[config.mk]
export PLATFORM = sky130hd
export DESIGN_NAME = dbus_buffer
export DESIGN_NICKNAME = d
export VERILOG_FILES = /design/src/rtl/dbus_buffer_pkg.sv /design/src/rtl/dbus_out_hold.sv /design/src/rtl/dbus_ibus_mux.sv /design/src/rtl/dbus_buffer.sv
export SDC_FILE = /design/constraint.sdc
export NUM_CORES = 1
export LEC_CHECK = 0
export CORE_MARGIN = 2
export CORE_UTILIZATION = 29
export CTS_CLUSTER_DIAMETER = 30
export CTS_CLUSTER_SIZE = 28
export DETAILED_ROUTE_END_ITERATION = 10
export GPL_ROUTABILITY_DRIVEN = 0
export PLACE_DENSITY = 0.77
export SLEW_MARGIN = 20
export SYNTH_ARGS = -nofsm -noshare
export SYNTH_HDL_FRONTEND = slang
export SYNTH_SLANG_ARGS = --single-unit
[constraint.sdc]
create_clock -name clk -period 1.6 [get_ports clk]
set_clock_uncertainty 0.2 [all_clocks]
set_input_delay 0.24 -clock clk [delete_from_list [all_inputs] [get_ports clk]]
set_output_delay 0.24 -clock clk [all_outputs]
set_load 0.005 [all_outputs]
[src/rtl/dbus_buffer_pkg.sv]
package dbus_buffer_pkg;
   typedef enum logic [1:0] {
      ST_PLAIN = 2'b00,
      ST_T3    = 2'b01,
      ST_WAIT  = 2'b10,
      ST_SPARE = 2'b11
   } st_kind_e;

   function automatic logic is_xfer_state(input logic [1:0] k);
      return (k == ST_T3) || (k == ST_WAIT);
   endfunction
endpackage

[src/rtl/dbus_out_hold.sv]
module dbus_out_hold #(
   parameter int WIDTH = 8
) (
   input  logic             clk,
   input  logic             rst_n,
   input  logic             load,
   input  logic [WIDTH-1:0] d,
   output logic [WIDTH-1:0] q,
   output logic             oe
);
   always_ff @(posedge clk or negedge rst_n) begin
      if (!rst_n) begin
         q  <= '0;
         oe <= 1'b0;
      end else begin
         oe <= load;
         if (load) q <= d;
      end
   end
endmodule

[src/rtl/dbus_ibus_mux.sv]
module dbus_ibus_mux #(
   parameter int               WIDTH     = 8,
   parameter logic [WIDTH-1:0] PRE_VALUE = '1
) (
   input  logic             sel_ext,
   input  logic             sel_pre,
   input  logic [WIDTH-1:0] drv,
   input  logic [WIDTH-1:0] ext,
   output logic [WIDTH-1:0] bus
);
   for (genvar b = 0; b < WIDTH; b++) begin : g_bit
      always_comb begin
         if (sel_ext)      bus[b] = ext[b];
         else if (sel_pre) bus[b] = PRE_VALUE[b];
         else              bus[b] = drv[b];
      end
   end
endmodule

[src/rtl/dbus_buffer.sv]
module dbus_buffer #(
   parameter int               WIDTH     = 8,
   parameter logic [WIDTH-1:0] PRE_VALUE = '1
) (
   input  logic             clk,
   input  logic             rst_n,
   input  logic [1:0]       st_kind,
   input  logic             phase_first,
   input  logic             xfer_en,
   input  logic             dir_out,
   input  logic [WIDTH-1:0] ibus_drv,
   output logic [WIDTH-1:0] ibus_out,
   input  logic [WIDTH-1:0] ext_din,
   output logic [WIDTH-1:0] ext_dout,
   output logic             ext_oe
);
   import dbus_buffer_pkg::*;

   if (WIDTH < 1) begin : g_bad_width
      $error("dbus_buffer: WIDTH must be at least 1");
   end

   logic in_xfer;
   logic do_load;
   logic do_input;
   logic do_pre;

   assign in_xfer  = is_xfer_state(st_kind);
   assign do_load  = in_xfer && xfer_en && dir_out;
   assign do_input = in_xfer && xfer_en && !dir_out;
   assign do_pre   = !in_xfer && phase_first;

   dbus_out_hold #(.WIDTH(WIDTH)) u_hold (
      .clk  (clk),
      .rst_n(rst_n),
      .load (do_load),
      .d    (ibus_drv),
      .q    (ext_dout),
      .oe   (ext_oe)
   );

   dbus_ibus_mux #(.WIDTH(WIDTH), .PRE_VALUE(PRE_VALUE)) u_mux (
      .sel_ext(do_input),
      .sel_pre(do_pre),
      .drv    (ibus_drv),
      .ext    (ext_din),
      .bus    (ibus_out)
   );
endmodule

==> results of run 1 <==
power by group:
part / internal (uW) / switching (uW) / leakage (uW)
Sequential: 277 / 21.2 / 0.000108
Clock: 96.0 / 78.0 / 0.0000150
Combinational: 223 / 98.1 / 0.000294
Total: 596 / 197 / 0.000417
stage by stage:
stage / std cells / total power [uW]
finish: 95 / 793
global placement: 86 / 604
global route: 95 / 846
floorplan: 31 / 395
CTS: 95 / 797
detailed placement: 86 / 612
critical path: cells and delay by family:
family / cells / cell delay, ps
buf+inv: 3 / 450
mux: 1 / 290
compound gates: 1 / 170
simple gates: 1 / 140
final cells by class:
cell class,count,area [um2],area share
tap,15,18.8,0.0200
timing repair buffer,46,427,0.454
sequential,9,225,0.240
clock buffer,4,26.3,0.0280
multi-input combinational,21,243,0.258
sequential cells by signal, indices dropped and copies added (netlist names):
| register | flops |
|---|---|
| u_hold.q | 8 |
| u_hold.oe | 1 |
path summary, 6_finish.rpt:
check                           depth (start not counted)  slack, ps         from          end
worst max-delay path                                    6       -130      xfer_en  ibus_out[7]
worst min-delay path                                    1         60        rst_n    u_hold.oe
worst max register to register                          1        650  u_hold.q[4]  u_hold.q[4]
worst min register to register                          1        300  u_hold.q[3]  u_hold.q[3]
max in group asynchronous                               1        860        rst_n  u_hold.q[2]
min in group clk                                        1        300  u_hold.q[3]  u_hold.q[3]
kinds of logic (layout without fill, tap and decap cells):
| group | count (synthesis) | count (layout) |
|---|---|---|
| multiplexers | 9 | 9 |
| flip-flops | 9 | 9 |
| AO/OA/AOI/OAI | 8 | 8 |
| AND/OR/NAND/NOR | 3 | 3 |
| XOR/XNOR | 1 | 1 |
| buffers and inverters | 1 | 50 |
timing repair:
| action | 4_1_cts | 5_1_grt |
|---|---|---|
| cloned | 0 | 0 |
| setup buffers | 5 | 0 |
| setup endpoints to repair | 16 | 10 |
| resized for setup | 54 | 7 |
| pin swaps | 9 | 3 |
cell usage in the layout, fill, tap and decap left out:
cell type / netlist / final
and3_1: 1 / 1
buf_2: 0 / 8
buf_4: 0 / 3
buf_6: 1 / 5
buf_8: 0 / 1
clkbuf_1: 0 / 1
clkbuf_4: 0 / 3
clkdlybuf4s15_1: 0 / 1
clkdlybuf4s50_1: 0 / 24
dfrtp_1: 9 / 9
dlygate4sd2_1: 0 / 2
dlymetal6s2s_1: 0 / 2
mux2_2: 9 / 8
mux2_4: 0 / 1
nand2_8: 0 / 1
nor2b_4: 0 / 1
o22a_1: 8 / 8
xor2_4: 0 / 1
per-layer routing:
| metal | vias up | routed length [um] |
|---|---|---|
| met3 | 5 | 135 |
| met1 | 219 | 597 |
| met4 | 0 | 21 |
| met5 | - | 0 |
| met2 | 26 | 649 |
| li1 | 219 | - |
==> key figures, run 1 <==
Synthesis
  – Cells after Synth: 31
  – Synth area leaders: dfrtp_1 (52%), mux2_2 (23%), o22a_1 (16%), buf_6 (2.6%), xor2_1 (2.0%)
  – Post-synthesis register bit count: 9
  – Post-synth top area cell: dfrtp_1
  – Asr flop ratio synth: 1.00
  – Mapped Area: 433 um2
  – Mux share of post-synthesis cell area: 0.234
  – Yosys warns: 0
  – Commonest cells in the netlist: dfrtp_1 (9), mux2_2 (9), o22a_1 (8)
  – EDFF count, synth: 0
  – Largest family of logic cells by synthesized area: multiplexers
  – Area fraction in compound gates after synthesis: 0.162
  – Ys flop type: dfrtp_1
  – Seq/Total Area, Yosys: 0.520
  – Synth cell types: 8
  – Synth Area in XOR/XNOR: 0.0202
  – Synth top area share: 0.520
  – Adder-Cell Fraction of Synth Area: 0
  – Synthesized net count: 54
  – Synth Area per Inst: 14.0 um2
  – Simple-gate share of the synthesized area: 0.0376

Drt
  – Vias post-DR: 469
  – Total Routed Length: 1400 um
  – Iter 0 DRT Violations: 4
  – DRC errors left: 0
  – First-pass DRT Iterations: 4
  – WL/cell: 14.8 um
  – DRT antenna net count: 0
  – Drt via density: 4.94

CTS
  – H-Tree Depth: 1
  – Clk Latency, worst-skew pair: 260 ps
  – CTS Buf Count: 3
  – Hold_buf cts: 0
  – Clock sink count: 9
  – CTS tree: built
  – Clk slew on worst S/H paths: 60 ps
  – Clock root buffer master: clkbuf_4
  – Clk buf depth: 2

Cells and area
  – Fillers: 98
  – Layout area overhead: 117%
  – Net count, final: 104
  – ANT cells: 0
  – Layout cells sized above 1: 0.400
  – Final core occ: 0.696
  – Design Area, Final: 940 um2

Run status
  – Violated checks: setup timing
  – Status: finished, violations left

Global route
  – Largest net degree at the start of global routing: 10
  – Most Crowded Layer GR: met2
  – Met1 usage: 0.214
  – GRT Total Usage: 0.173
  – GRT met2 Usage: 0.255
  – First-pass GRT wire length: 2300 um
  – Initial antenna violation count: 0
  – GRT Residual Overflow: 0
  – Number of global-route vias before repair: 495
  – GRT met3 Usage: 0.0819

Run
  – Max-cap violations: 0

Die
  – Starting density of the core: 0.321
  – Vert. Die Dim: 42.6 um
  – Die Wd: 42.6 um
  – Core area: 1350 um2
  – Core Rows: 13
  – I/O pin total: 40
  – DIE AREA: 1820 um2

Pwr
  – Largest vdd supply drop: 0.000474 V
  – Pwr/cell area: 844 nW/um2
  – P_leak: 0.000417 uW

Timing
  – Final Setup Violations: 8
  – WHS: 60.7 ps
  – Crit share post-route: 1.08
  – RSZ-0062 raised after global routing: true
  – Total negative slack: -812 ps
  – Min Tclk post-route: 1730 ps
  – Final WS setup: -134 ps
  – Fmax: 577 MHz
  – Max-slew headroom: 0.740
  – Slew @ Worst Pin: 389 ps
  – Endpoints failing hold: 0
  – Slew Viols, Final: 0

Worst setup path
  – Data arrival, critical path: 1290 ps
  – WP data required: 1160 ps
  – Worst-path fanout max: 4
  – Worst path slowest cell: mux2_4
  – Crit path kind: input port to primary output
  – Worst setup EP type: primary output
  – Worst path cell trace: clkdlybuf4s15_1, nor2b_4, mux2_4, buf_6, o22a_1, buf_2
  – Slowest stage delay, CP: 290 ps
  – Element type at the critical path start: input port

Placed design
  – Placed inst area: 846 um2
  – PortBufs: 39
  – Placement Setup Slack: -880 ps

Min path
  – Hold/Removal Path Class: input port to asynchronous set/reset pin
(Power assumes the default switching activity.)
==> inputs of run 2 (changes only) <==
CELL_PAD_IN_SITES_DETAIL_PLACEMENT = 1   (was unset)
CELL_PAD_IN_SITES_GLOBAL_PLACEMENT = 1   (was unset)
CORE_UTILIZATION = 20   (was 29)
PLACE_DENSITY = unset   (was 0.77)
PLACE_DENSITY_LB_ADDON = 0.1   (was unset)
==> key figures, run 2 (synthesized netlist as in run 1, its figures left out) <==
Timing
  – Endpoints failing hold: 0 (unchanged)
  – Crit share post-route: 1.09 (+0.00958)
  – RSZ-0062 raised after global routing: true
  – Slew @ Worst Pin: 430 ps (+41.2 ps)
  – Min Tclk post-route: 1750 ps (+15.3 ps)
  – Final Setup Violations: 8 (unchanged)
  – Final WS setup: -149 ps (-15.3 ps)
  – Fmax: 572 MHz (-0.88%)
  – Slew Viols, Final: 0 (unchanged)
  – Max-slew headroom: 0.712 (-0.0276)

Cells and area
  – Design Area, Final: 938 um2 (-0.13%)
  – Largest register FFs: 8 (unchanged)
  – Fillers: 217 (+120%)
  – Layout area overhead: 117%
  – ANT cells: 0 (unchanged)
  – Regs by FF count: u_hold.q (8), u_hold.oe (1)
  – Layout cells sized above 1: 0.392 (-0.00759)
  – Commonest non-fill, non-tap cell in the layout: clkdlybuf4s50_1
  – Final cell count without fillers: 106 (+12%)
  – Most frequent cells in the layout: clkdlybuf4s50_1 (24), dfrtp_1 (9), o22a_1 (8), mux2_2 (8), buf_2 (8)
  – Final core occ: 0.469 (-0.227)
  – Reg with most FFs: u_hold.q
  – Net count, final: 103 (-0.96%)

CTS
  – Clock root buffer master: clkbuf_4
  – Clk buf depth: 2 (unchanged)
  – Clock sink count: 9 (unchanged)
  – Clk Latency, worst-skew pair: 250 ps (about the same)
  – Clk slew on worst S/H paths: 60 ps (about the same)
  – CTS tree: built
  – CTS Buf Count: 3 (unchanged)
  – Hold_buf cts: 0 (unchanged)
  – H-Tree Depth: 1 (unchanged)

Worst setup path
  – Data arrival, critical path: 1310 ps (+20 ps)
  – RR Endpoint: u_hold.q[5]
  – Worst path slowest cell: mux2_4
  – Reg2Reg Setup Slack: 620 ps (-30 ps)
  – WP data required: 1160 ps (about the same)
  – Worst setup EP type: primary output
  – Crit path launch: st_kind[0]
  – Worst R2R Path Depth: 1 (unchanged)
  – Crit path kind: input port to primary output
  – R2r startpoint: u_hold.q[5]
  – Worst path cell trace: buf_8, xor2_4, mux2_4, buf_6, o22a_1, buf_2
  – Element type at the critical path start: input port
  – Worst-path fanout max: 4 (unchanged)
  – Slowest stage delay, CP: 360 ps (+70 ps)

Pwr
  – P_leak: 0.000404 uW (-3.2%)
  – Clock share of power: 0.213 (-0.006)
  – Net Sw Power: 197 uW (-0.32%)
  – Seq pwr share: 0.383 (+0.007)
  – Internal: 592 uW (-0.60%)
  – Overall power: 789 uW (-0.53%)
  – Pwr/cell area: 841 nW/um2 (-0.40%)
  – Share of power burned in combinational logic: 0.404 (about the same)
  – Largest vdd supply drop: 0.000391 V (-18%)
  – Sw frac: 0.249 (+0.000515)

Global route
  – Largest net degree at the start of global routing: 10 (unchanged)
  – GRT Residual Overflow: 0 (unchanged)
  – First-pass GRT wire length: 2580 um (+12%)
  – GRT Total Usage: 0.138 (-0.0351)
  – Initial antenna violation count: 0 (unchanged)
  – Number of global-route vias before repair: 513 (+3.6%)

Placed design
  – HPWL Detailed: 1170 um
  – Inst Count DP: 99 (+15%)
  – Placed inst area: 881 um2 (+4.1%)
  – PortBufs: 39 (unchanged)

Drt
  – First-pass DRT Iterations: 4 (unchanged)
  – Total Routed Length: 1610 um (+15%)
  – DRT antenna net count: 0 (unchanged)
  – Vias post-DR: 457 (-2.6%)
  – DRC errors left: 0 (unchanged)
  – WL/cell: 15.2 um (+3.1%)
  – Drt via density: 4.31 (-13%)
  – Iter 0 DRT Violations: 2 (-2)

Die
  – Vert. Die Dim: 50.5 um (+19%)
  – Starting density of the core: 0.216 (-0.104)
  – Die Wd: 50.5 um (+19%)
  – Core area: 2000 um2 (+48%)
  – Core Rows: 16 (+3)
  – DIE AREA: 2550 um2 (+40%)
  – I/O pin total: 40 (unchanged)

Min path
  – Hold/Removal Path Class: input port to asynchronous set/reset pin

Run status
  – Violated checks: setup timing
  – Status: finished, violations left

Run
  – Max-cap violations: 0 (unchanged)
==> run 2: cell count changes in the layout (fill, tap and decap cells not counted) <==
cell,change
buf_12,+1
dlygate4sd2_1,+1
dlymetal6s2s_1,-1
buf_6,-1
buf_4,-1
nand2_2,+1
nand2_8,-1
==> run 2: per-stage QoR <==
step / hold WS, ps / TNS [ps] / setup slack (ps)
detailed placement: 295 / -10450 / -852
finish: 89.8 / -892 / -149
global placement: 291 / -10110 / -835
floorplan: -256 / 0 / 119
CTS: 91.9 / -771 / -136
global route: 109 / -1110 / -187
==> run 2: worst max-delay path, delay by kind of cell <==
kind | cells | cell delay, ps
muxes | 1 | 360
AOI/OAI and AO/OA | 1 | 170
buffers and inverters | 3 | 360
xor gates and xnor gates | 1 | 180
==> run 2: how the worst max path moves through the flow <==
stage                              to  slack (ps)  cells after the start
after floorplan           ibus_out[0]         120                      3
after global placement    ibus_out[2]        -840                      5
after detailed placement  ibus_out[7]        -850                      5
after CTS                 ibus_out[7]        -140                      6
after global routing      ibus_out[7]        -190                      6
final                     ibus_out[7]        -150                      6
==> run 2: timing repair <==
item                                    in CTS  in global routing
setup buffers                                3                  0
gates resized for setup                     54                  5
pin swaps                                    9                  4
endpoints found under the setup margin      17                  9
gates cloned                                 0                  0
==> run 2: power groups by stage <==
stage	sequential, uW	combinational (uW)	clock (uW)
finish	302	319	168
global route	307	340	195
CTS	303	318	181
detailed placement	307	320	0
global placement	303	315	0
floorplan	308	86.5	0
==> run 2: cell type report <==
class	count	area, um2	share of cell area
Timing Repair Buffer	45	424	0.452
Sequential cell	9	225	0.240
Clock buffer	4	26.3	0.0280
Multi-Input combinational cell	21	229	0.244
Tap cell	27	33.8	0.0360
==> run 2: metal layers <==
layer  share of wire  routed length (um)  global-route usage
met5               0                   0                   0
met4               0                   0              0.0135
met1            0.42                 685               0.159
met3           0.094                 151              0.0625
met2            0.48                 777               0.241
==> inputs of run 3 (changes only) <==
CTS_CLUSTER_SIZE = 10   (was 28)
==> results of run 3 <==
The final DEF is identical to that of run 2; final timing and power are the same.
